`src/rtl/duo_tdm_pkg.sv`:
```
package duo_tdm_pkg;

  typedef enum logic [1:0] {
    OWN_NONE = 2'd0,
    OWN_A    = 2'd1,
    OWN_B    = 2'd2
  } owner_e;

  // Which channel owns frame bit 'pos' for strap value 'sel'.
  function automatic owner_e slot_owner(input int unsigned pos,
                                        input int unsigned sel,
                                        input int unsigned word_w);
    int unsigned slot;
    slot = pos / word_w;
    if (slot == 2 * sel)          return OWN_A;
    else if (slot == 2 * sel + 1) return OWN_B;
    else                          return OWN_NONE;
  endfunction

  // Offset of frame bit 'pos' inside its slot (0 = first bit, the MSB).
  function automatic int unsigned bit_in_slot(input int unsigned pos,
                                              input int unsigned word_w);
    return pos % word_w;
  endfunction

endpackage

```
`src/rtl/duo_tdm_clkgen.sv`:
```
module duo_tdm_clkgen #(
  parameter int HALF_DIV   = 2,
  parameter int FRAME_BITS = 256
) (
  input  logic clk,
  input  logic rst_n,
  input  logic enable,
  output logic bclk_o,
  output logic fsync_o
);
  localparam int DIV_W = $clog2(HALF_DIV) + 1;
  localparam int CNT_W = $clog2(FRAME_BITS);
  localparam logic [CNT_W-1:0] LAST_BIT = CNT_W'(FRAME_BITS - 1);

  logic [DIV_W-1:0] div_q;
  logic [CNT_W-1:0] bitc_q;
  logic             half_done;

  assign half_done = (div_q == DIV_W'(HALF_DIV - 1));

  always_ff @(posedge clk or negedge rst_n) begin
    if (!rst_n) begin
      div_q   <= '0;
      bitc_q  <= LAST_BIT;
      bclk_o  <= 1'b0;
      fsync_o <= 1'b0;
    end else if (!enable) begin
      div_q   <= '0;
      bitc_q  <= LAST_BIT;
      bclk_o  <= 1'b0;
      fsync_o <= 1'b0;
    end else if (half_done) begin
      div_q  <= '0;
      bclk_o <= ~bclk_o;
      if (bclk_o) begin
        // falling edge: advance bit period, frame marker follows
        bitc_q  <= (bitc_q == LAST_BIT) ? '0 : bitc_q + 1'b1;
        fsync_o <= (bitc_q == LAST_BIT);
      end
    end else begin
      div_q <= div_q + 1'b1;
    end
  end
endmodule

```
`src/rtl/duo_tdm_edges.sv`:
```
module duo_tdm_edges (
  input  logic clk,
  input  logic rst_n,
  input  logic master_en,
  input  logic bclk_gen,
  input  logic fsync_gen,
  input  logic bclk_in,
  input  logic fsync_in,
  output logic rise_o,
  output logic fall_o,
  output logic fs_o
);
  logic bclk_s, fsync_s, lvl, prev_q;

  always_ff @(posedge clk or negedge rst_n) begin
    if (!rst_n) begin
      bclk_s  <= 1'b0;
      fsync_s <= 1'b0;
      prev_q  <= 1'b0;
    end else begin
      bclk_s  <= bclk_in;
      fsync_s <= fsync_in;
      prev_q  <= lvl;
    end
  end

  assign lvl    = master_en ? bclk_gen  : bclk_s;
  assign fs_o   = master_en ? fsync_gen : fsync_s;
  assign rise_o = lvl & ~prev_q;
  assign fall_o = ~lvl & prev_q;
endmodule

```
`src/rtl/duo_tdm_framer.sv`:
```
module duo_tdm_framer #(
  parameter int FRAME_BITS = 256,
  localparam int POS_W     = $clog2(FRAME_BITS)
) (
  input  logic             clk,
  input  logic             rst_n,
  input  logic             rise,
  input  logic             fs,
  output logic             frame_hit,
  output logic [POS_W-1:0] pos_q,
  output logic [POS_W-1:0] pos_nx,
  output logic             synced_q,
  output logic             synced_nx
);
  localparam logic [POS_W-1:0] LAST_POS = POS_W'(FRAME_BITS - 1);

  assign frame_hit = rise & fs;
  assign synced_nx = synced_q | frame_hit;

  always_comb begin
    if (frame_hit)              pos_nx = '0;
    else if (pos_q == LAST_POS) pos_nx = '0;
    else                        pos_nx = pos_q + 1'b1;
  end

  always_ff @(posedge clk or negedge rst_n) begin
    if (!rst_n) begin
      pos_q    <= '0;
      synced_q <= 1'b0;
    end else if (rise && synced_nx) begin
      pos_q    <= pos_nx;
      synced_q <= 1'b1;
    end
  end
endmodule

```
`src/rtl/duo_tdm_tx.sv`:
```
module duo_tdm_tx
  import duo_tdm_pkg::*;
#(
  parameter int WORD_W = 16,
  parameter int POS_W  = 8,
  parameter int SEL_W  = 2
) (
  input  logic              clk,
  input  logic              rst_n,
  input  logic              rise,
  input  logic              frame_hit,
  input  logic              synced_nx,
  input  logic [POS_W-1:0]  pos_nx,
  input  logic [SEL_W-1:0]  slot_sel,
  input  logic [WORD_W-1:0] word_a,
  input  logic [WORD_W-1:0] word_b,
  output logic              sdout,
  output logic              sdout_oe
);
  localparam int BIT_W = $clog2(WORD_W);

  logic [WORD_W-1:0] held_a, held_b, cur_a, cur_b;
  owner_e            own;
  logic [BIT_W-1:0]  idx;

  assign cur_a = frame_hit ? word_a : held_a;
  assign cur_b = frame_hit ? word_b : held_b;
  assign own   = slot_owner(32'(pos_nx), 32'(slot_sel), WORD_W);
  assign idx   = BIT_W'(WORD_W - 1 - int'(bit_in_slot(32'(pos_nx), WORD_W)));

  always_ff @(posedge clk or negedge rst_n) begin
    if (!rst_n) begin
      held_a   <= '0;
      held_b   <= '0;
      sdout    <= 1'b0;
      sdout_oe <= 1'b0;
    end else if (rise) begin
      if (frame_hit) begin
        held_a <= word_a;
        held_b <= word_b;
      end
      if (synced_nx && own == OWN_A) begin
        sdout    <= cur_a[idx];
        sdout_oe <= 1'b1;
      end else if (synced_nx && own == OWN_B) begin
        sdout    <= cur_b[idx];
        sdout_oe <= 1'b1;
      end else begin
        sdout    <= 1'b0;
        sdout_oe <= 1'b0;
      end
    end
  end
endmodule

```
`src/rtl/duo_tdm_rx.sv`:
```
module duo_tdm_rx
  import duo_tdm_pkg::*;
#(
  parameter int WORD_W = 16,
  parameter int POS_W  = 8,
  parameter int SEL_W  = 2
) (
  input  logic              clk,
  input  logic              rst_n,
  input  logic              fall,
  input  logic              synced_q,
  input  logic [POS_W-1:0]  pos_q,
  input  logic [SEL_W-1:0]  slot_sel,
  input  logic              sdin,
  output logic [WORD_W-1:0] word_a,
  output logic              valid_a,
  output logic [WORD_W-1:0] word_b,
  output logic              valid_b
);
  logic [WORD_W-1:0] shift_q, assembled;
  owner_e            own;
  int unsigned       offs;
  logic              first_bit, last_bit;

  assign own       = slot_owner(32'(pos_q), 32'(slot_sel), WORD_W);
  assign offs      = bit_in_slot(32'(pos_q), WORD_W);
  assign first_bit = (offs == 0);
  assign last_bit  = (offs == WORD_W - 1);
  assign assembled = first_bit ? {{(WORD_W-1){1'b0}}, sdin}
                               : {shift_q[WORD_W-2:0], sdin};

  always_ff @(posedge clk or negedge rst_n) begin
    if (!rst_n) begin
      shift_q <= '0;
      word_a  <= '0;
      word_b  <= '0;
      valid_a <= 1'b0;
      valid_b <= 1'b0;
    end else begin
      valid_a <= 1'b0;
      valid_b <= 1'b0;
      if (fall && synced_q && own != OWN_NONE) begin
        shift_q <= assembled;
        if (last_bit && own == OWN_A) begin
          word_a  <= assembled;
          valid_a <= 1'b1;
        end
        if (last_bit && own == OWN_B) begin
          word_b  <= assembled;
          valid_b <= 1'b1;
        end
      end
    end
  end
endmodule

```
`src/rtl/duo_tdm_port.sv`:
```
module duo_tdm_port #(
  parameter int WORD_W   = 16,
  parameter int SLOTS    = 16,
  parameter int SEL_W    = 2,
  parameter int HALF_DIV = 2
) (
  input  logic              clk,
  input  logic              rst_n,
  input  logic              master_en,
  input  logic [SEL_W-1:0]  slot_sel,
  input  logic              bclk_in,
  input  logic              fsync_in,
  output logic              bclk_out,
  output logic              fsync_out,
  input  logic              sdin,
  output logic              sdout,
  output logic              sdout_oe,
  input  logic [WORD_W-1:0] tx_word_a,
  input  logic [WORD_W-1:0] tx_word_b,
  output logic [WORD_W-1:0] rx_word_a,
  output logic              rx_valid_a,
  output logic [WORD_W-1:0] rx_word_b,
  output logic              rx_valid_b
);
  localparam int FRAME_BITS = WORD_W * SLOTS;
  localparam int POS_W      = $clog2(FRAME_BITS);

  // named internal events, visible to the bound checker
  logic             rise_evt, fall_evt, fs_lvl, frame_hit;
  logic             synced, synced_nx;
  logic [POS_W-1:0] pos_q, pos_nx;

  duo_tdm_clkgen #(.HALF_DIV(HALF_DIV), .FRAME_BITS(FRAME_BITS)) clkgen_i (
    .clk(clk), .rst_n(rst_n), .enable(master_en),
    .bclk_o(bclk_out), .fsync_o(fsync_out)
  );

  duo_tdm_edges edges_i (
    .clk(clk), .rst_n(rst_n), .master_en(master_en),
    .bclk_gen(bclk_out), .fsync_gen(fsync_out),
    .bclk_in(bclk_in), .fsync_in(fsync_in),
    .rise_o(rise_evt), .fall_o(fall_evt), .fs_o(fs_lvl)
  );

  duo_tdm_framer #(.FRAME_BITS(FRAME_BITS)) framer_i (
    .clk(clk), .rst_n(rst_n), .rise(rise_evt), .fs(fs_lvl),
    .frame_hit(frame_hit), .pos_q(pos_q), .pos_nx(pos_nx),
    .synced_q(synced), .synced_nx(synced_nx)
  );

  duo_tdm_tx #(.WORD_W(WORD_W), .POS_W(POS_W), .SEL_W(SEL_W)) tx_i (
    .clk(clk), .rst_n(rst_n), .rise(rise_evt), .frame_hit(frame_hit),
    .synced_nx(synced_nx), .pos_nx(pos_nx), .slot_sel(slot_sel),
    .word_a(tx_word_a), .word_b(tx_word_b),
    .sdout(sdout), .sdout_oe(sdout_oe)
  );

  duo_tdm_rx #(.WORD_W(WORD_W), .POS_W(POS_W), .SEL_W(SEL_W)) rx_i (
    .clk(clk), .rst_n(rst_n), .fall(fall_evt), .synced_q(synced),
    .pos_q(pos_q), .slot_sel(slot_sel), .sdin(sdin),
    .word_a(rx_word_a), .valid_a(rx_valid_a),
    .word_b(rx_word_b), .valid_b(rx_valid_b)
  );
endmodule

```
`config.mk`:
```
export PLATFORM = sky130hd
export DESIGN_NAME = duo_tdm_port
export DESIGN_NICKNAME = d
export VERILOG_FILES = /design/src/rtl/duo_tdm_pkg.sv /design/src/rtl/duo_tdm_clkgen.sv /design/src/rtl/duo_tdm_edges.sv /design/src/rtl/duo_tdm_framer.sv /design/src/rtl/duo_tdm_tx.sv /design/src/rtl/duo_tdm_rx.sv /design/src/rtl/duo_tdm_port.sv
export SDC_FILE = /design/constraint.sdc
export NUM_CORES = 1
export LEC_CHECK = 0
export ABC_AREA = 0
export BUFFER_PORTS_ARGS = -buffer_cell sky130_fd_sc_hd__buf_2
export CORE_MARGIN = 1
export CORE_UTILIZATION = 57
export CTS_CLUSTER_DIAMETER = 60
export DETAILED_ROUTE_END_ITERATION = 8
export GPL_ROUTABILITY_DRIVEN = 0
export PLACE_DENSITY_LB_ADDON = 0.05
export SKIP_CTS_REPAIR_TIMING = 1
export SYNTH_ARGS = -nofsm -noshare
export SYNTH_HDL_FRONTEND = slang
export SYNTH_HIERARCHICAL = 1
export SYNTH_SLANG_ARGS = --single-unit
export TNS_END_PERCENT = 5
```
`constraint.sdc`:
```
create_clock -name clk -period 3.6 [get_ports clk]
set_clock_uncertainty 0.1 [all_clocks]
set_input_delay 0.36 -clock clk [delete_from_list [all_inputs] [get_ports clk]]
set_output_delay 0.36 -clock clk [all_outputs]
set_load 0.02 [all_outputs]
```
==> results of run 1 <==
[cell type report]
cell class / instances / area, µm² / share of cell area
Clock buffer: 9 / 123.9 / 0.02075
Sequential cell: 107 / 2688 / 0.4502
Multi-Input combinational cell: 261 / 2414 / 0.4043
Inverter: 7 / 26.28 / 0.004402
Clock inverter: 7 / 85.08 / 0.01425
Timing Repair Buffer: 91 / 498.0 / 0.08342
Tap cell: 108 / 135.1 / 0.02264
[Yosys cell counts, drive strengths merged (2+ instances only)]
master and instances:
nor3b 2, mux2i 2, nor4 7, clkbuf 4
buf 10, nand2 20, mux4 17, xnor2 5
a21o 2, and3 3, nand3 10, a2111oi 2
dfstp 8, xor2 6, nand4 4, nor3 10
inv 7, and2 3, ha 2, dfrtp 99
o31ai 6, nor2b 17, o21ai 12, nor2 13
nand2b 6, a21oi 8, mux2 82, and2b 3
nand3b 4, or2 2, or3 2
[worst max path at each step]
stage	to	start	slack, ns
3_3_place_gp	tx_i/sdout	master_en	0.38
5_1_grt	tx_i/sdout	framer_i/pos_q[0]	0.20
6_report	tx_i/sdout	framer_i/pos_q[0]	0.50
2_1_floorplan	tx_i/sdout	clkgen_i/bclk_o	0.49
3_5_place_dp	tx_i/sdout	master_en	0.24
4_1_cts	tx_i/sdout	clkgen_i/bclk_o	0.51
[worst max-delay path, delay by kind of cell (launching register included)]
| kind | cells | cell delay, ns |
|---|---|---|
| flops | 1 | 0.58 |
| simple gates | 5 | 1.14 |
| mux | 2 | 0.43 |
| fa+ha+maj | 1 | 0.32 |
| compound gates | 1 | 0.44 |
[registers in the layout (all words and copies together), names as in the netlist, 2 cells and up]
name,count
clkgen_i/bitc_q,8
clkgen_i/div_q,2
framer_i/pos_q,8
rx_i/shift_q,15
rx_i/word_a,16
rx_i/word_b,16
tx_i/held_a,16
tx_i/held_b,16
[metal layers]
| metal | GRT usage | wire length (µm) | part of all wire |
|---|---|---|---|
| met3 | 0.05108 | 389 | 0.040 |
| met5 | 0 | 0 | 0 |
| met1 | 0.2871 | 4329 | 0.44 |
| met2 | 0.3655 | 4952 | 0.51 |
| met4 | 0.06061 | 120 | 0.012 |
[where the power goes]
| group | internal [mW] | switching [mW] | total [mW] | leakage [nW] |
|---|---|---|---|---|
| sequential | 1.37 | 0.135 | 1.50 | 1.41 |
| combinational | 0.446 | 0.361 | 0.807 | 1.38 |
| clock | 0.334 | 0.418 | 0.751 | 0.0995 |
[stage by stage]
| stage | std cells | utilization |
|---|---|---|
| finish | 590 | 0.6779 |
| global route | 590 | 0.6779 |
| CTS | 588 | 0.6756 |
| detailed placement | 572 | 0.6519 |
| global placement | 572 | 0.6519 |
| floorplan | 389 | - |
[logic make-up after synthesis]
family,count (synthesis),share of synthesized area
AO/OA/AOI/OAI,36,0.04363
multiplexers,101,0.2605
flip-flops,107,0.5149
buffers and inverters,21,0.02373
AND/OR/NAND/NOR,111,0.1311
XOR/XNOR,11,0.02133
adder cells (fa/ha/maj),2,0.004793
==> flow_metrics.py, run 1 <==
metrics = {
    "global_route": {
        "grt-ovfl-total": 0,
        "grt_pass1_vias": 3419,
        "grt_use_total": 0.2187,
        "grt_pass1_wl_mm": 16.44,
        "antenna_found_initial": 0,
        "grt_max_degree": 58,
    },
    "power": {
        "power.leakage_nw": 2.887,
        "total_power_mw": 3.062,
        "vdd_drop_max_uv": 322.2,
        "powerDensity_nw_per_um2": 512.9,
    },
    "worst_hold_path": {
        "hp-class": "input port to flop",
        "min_from": "bclk_in",
        "min_to": "edges_i/bclk_s",
        "whs_path_depth": 1,
    },
    "timing": {
        "period_minus_slack_ns": 3.098,
        "tightestPinTransition_ns": 0.7088,
        "worst_slack_ns": 0.5024,
        "period_share": 0.8604,
        "drv_slew": 0,
        "max_slew_margin": 0.5275,
        "fmax_ghz": 0.3228,
        "rsz0062_at_grt": "no",
        "fin_setup_tns_ns": 0,
        "hold_violations": 0,
        "setup_viol_count_final": 0,
        "fin_hold_ws_ns": 0.02017,
    },
    "worst_setup_path": {
        "cpPeakStageDelay_ns": 0.58,
        "cp-end-kind": "flop",
        "cp_slowest_cell": "dfrtp_1",
        "reg2reg_to": "tx_i/sdout",
        "worstPathCellList": "ha_1, nand3_1, nor2_1, nor3_2, mux4_2, mux2i_1, a2111oi_0, nor4b_1, nor4_1",
        "critPathMaxFanout": 9,
        "path_class": "flop to flop",
        "worstRegToRegCells": 9,
        "worstPathArrival_ns": 3.25,
        "cp.required_ns": 3.75,
        "rrSetupSlack_ns": 0.50,
        "cp-start-kind": "flop",
        "r2r-start": "framer_i/pos_q[0]",
    },
    "die": {
        "fp.dieH_um": 97.70,
        "initial_utilization": 0.5928,
        "fp.coreArea_um2": 8806,
        "die_area_um2": 9544,
        "die_w_um": 97.70,
        "pin_count": 78,
        "fp-row-count": 34,
    },
    "synth": {
        "synthTopCellsByArea": "dfrtp_1, mux2_2, mux4_2",
        "synth.top_cell.area_share": 0.4746,
        "ys_seq_elements": 107,
        "synth_cell_types": 59,
        "synthFlopType": "dfrtp_1",
        "syn_area_per_cell_um2": 13.42,
        "netlist_area_um2": 5220,
        "synthesis.nets": 431,
        "synthArstFlopShare": 1.000,
        "syn_inst": 389,
        "synth_edf_count": 0,
        "ys_seq_area_frac": 0.5149,
        "synth_top_cell_by_area": "dfrtp_1",
        "yosys_warnings": 6,
    },
    "clocking": {
        "cts_root_buf": "clkbuf_8",
        "cts_max_path_buffers": 2,
        "cts_buffers": 9,
        "cts_tree": "yes",
        "htree_levels": 3,
        "path_clk_slew_ns": 0.10,
        "clkSinkCount": 107,
        "clk_latency_ns": 0.36,
    },
    "drt": {
        "drtIter0Drc": 193,
        "vias": 3416,
        "totalWireLength_mm": 9.792,
        "viasPerCell": 5.790,
        "wl_per_cell_um": 16.60,
        "dr.pass1.iters": 7,
        "ant_nets": 0,
        "drc": 12,
    },
    "placement": {
        "pre_cts_slack_ns": 0.2373,
        "dp_hpwl_mm": 7.137,
        "port_buffers": 77,
        "place_area_um2": 5741,
    },
    "cells_and_area": {
        "layout.cells.most_common_list": "dfrtp_1, mux2_2, buf_2",
        "fill_cells": 670,
        "design_area_um2": 5969,
        "mostFrequentLayoutCell": "dfrtp_1",
        "fin_nets": 519,
        "area_growth_pct": 14.36,
        "drive_gt1_frac": 0.4523,
        "antenna_cells": 0,
    },
    "run": {
        "maxCapViolations": 0,
    },
    "run_status": {
        "status": "finished with violations",
        "violations": "DRC",
    },
}
(Power assumes the default switching activity.)
==> inputs of run 2 (changes only) <==
- CTS_CLUSTER_DIAMETER: 60 -> 80
- GPL_TIMING_DRIVEN: default -> 1
- HOLD_SLACK_MARGIN: default -> 0.12
==> flow_metrics.py, run 2 (same netlist as run 1, synthesis figures left out) <==
metrics = {
    "placement": {
        "dp_hpwl_mm": 7.137,
        "pre_cts_slack_ns": 0.2373,
        "port_buffers": 77,
    },
    "clocking": {
        "clk_latency_ns": 0.36,
        "cts_tree": "yes",
        "cts_max_path_buffers": 2,
        "cts_root_buf": "clkbuf_8",
        "path_clk_slew_ns": 0.10,
        "cts_buffers": 9,
        "htree_levels": 3,
        "clkSinkCount": 107,
    },
    "drt": {
        "ant_nets": 0,
        "vias": 3424,
        "wl_per_cell_um": 16.41,
        "drc": 12,
        "dr.pass1.iters": 7,
        "totalWireLength_mm": 9.748,
        "drtIter0Drc": 157,
        "viasPerCell": 5.764,
    },
    "global_route": {
        "grt_use_total": 0.2187,
        "grt_pass1_vias": 3419,
        "grt_max_degree": 58,
        "grt-ovfl-total": 0,
        "antenna_found_initial": 0,
        "grt_pass1_wl_mm": 16.44,
    },
    "timing": {
        "fin_hold_ws_ns": 0.1386,
        "tightestPinTransition_ns": 0.7083,
        "fmax_ghz": 0.3247,
        "fin_setup_tns_ns": 0,
        "hold_violations": 0,
        "max_slew_margin": 0.5278,
        "drv_slew": 0,
        "rsz0062_at_grt": "no",
        "period_minus_slack_ns": 3.080,
        "period_share": 0.8556,
        "setup_viol_count_final": 0,
        "worst_slack_ns": 0.5199,
    },
    "worst_setup_path": {
        "cp.required_ns": 3.75,
        "critPathMaxFanout": 9,
        "worstRegToRegCells": 9,
        "path_class": "flop to flop",
        "cp_slowest_cell": "dfrtp_1",
        "cpPeakStageDelay_ns": 0.58,
        "rrSetupSlack_ns": 0.52,
        "crit_family": "simple AND/OR/NAND/NOR gates",
        "cp-start-kind": "flop",
        "r2r-start": "framer_i/pos_q[0]",
        "worstPathCellList": "ha_1, nand3_1, nor2_1, nor3_2, mux4_2, mux2i_1, a2111oi_0, nor4b_1, nor4_1",
        "cp-startpoint": "framer_i/pos_q[0]",
        "cp.buffers_inverters": 0,
        "cp-end-kind": "flop",
        "worstPathArrival_ns": 3.23,
        "reg2reg_to": "tx_i/sdout",
    },
    "die": {
        "fp.dieH_um": 97.70,
        "die_w_um": 97.70,
        "pin_count": 78,
        "fp-row-count": 34,
        "initial_utilization": 0.5928,
        "fp.coreArea_um2": 8806,
        "die_area_um2": 9544,
    },
    "cells_and_area": {
        "antenna_cells": 0,
        "mostFrequentLayoutCell": "dfrtp_1",
        "layout.cells.most_common_list": "dfrtp_1, mux2_2, buf_2",
        "drive_gt1_frac": 0.4486,
        "fin_nets": 523,
        "area_growth_pct": 15.12,
    },
    "power": {
        "power.leakage_nw": 2.904,
        "vdd_drop_max_uv": 322.0,
        "powerDensity_nw_per_um2": 509.7,
    },
    "run_status": {
        "status": "finished with violations",
        "violations": "DRC",
    },
    "run": {
        "maxCapViolations": 0,
    },
    "worst_hold_path": {
        "min_from": "tx_word_b[0]",
        "min_to": "tx_i/held_b[0]",
        "whs_path_depth": 2,
        "hp-class": "input port to flop",
    },
}
[run 2: cell types whose count changed in the layout (fill, tap and decap cells not counted)]
cell,delta
dlygate4sd3_1,+4
[run 2: layer usage]
layer,routed length (µm),track usage,vias to the layer above
met5,0,0,-
met4,87,0.06061,0
met3,401,0.05108,6
met2,4975,0.3655,82
met1,4283,0.2871,1725
li1,-,-,1611
[run 2: metrics by stage]
stage	instances	utilization	total power, mW	cell area [µm²]
global placement	572	0.6519	2.304	5741
global route	594	0.6824	3.239	6010
finish	594	0.6824	3.063	6010
floorplan	389	-	2.110	5220
CTS	588	0.6756	3.098	5949
detailed placement	572	0.6519	2.339	5741
[run 2: layout make-up]
| class | instances | area, µm² |
|---|---|---|
| Inverter | 7 | 26.28 |
| Clock inverter | 7 | 85.08 |
| Sequential cell | 107 | 2688 |
| Tap cell | 108 | 135.1 |
| Clock buffer | 9 | 123.9 |
| Timing Repair Buffer | 95 | 538.0 |
| Fill cell | 665 | 2796 |
| Multi-Input combinational cell | 261 | 2414 |
[run 2: how the worst max path moves through the flow]
stage / cells past startpoint / endpoint / slack (ns)
global route: 9 / tx_i/sdout / 0.20
finish: 9 / tx_i/sdout / 0.52
floorplan: 10 / tx_i/sdout / 0.49
global placement: 10 / tx_i/sdout / 0.38
CTS: 10 / tx_i/sdout / 0.51
detailed placement: 10 / tx_i/sdout / 0.24
[run 2: power breakdown]
part | internal, mW | switching [mW] | total (mW) | leakage (nW)
sequential | 1.37 | 0.135 | 1.50 | 1.41
clock | 0.334 | 0.417 | 0.750 | 0.0995
combinational | 0.448 | 0.360 | 0.809 | 1.40
total | 2.15 | 0.912 | 3.06 | 2.90
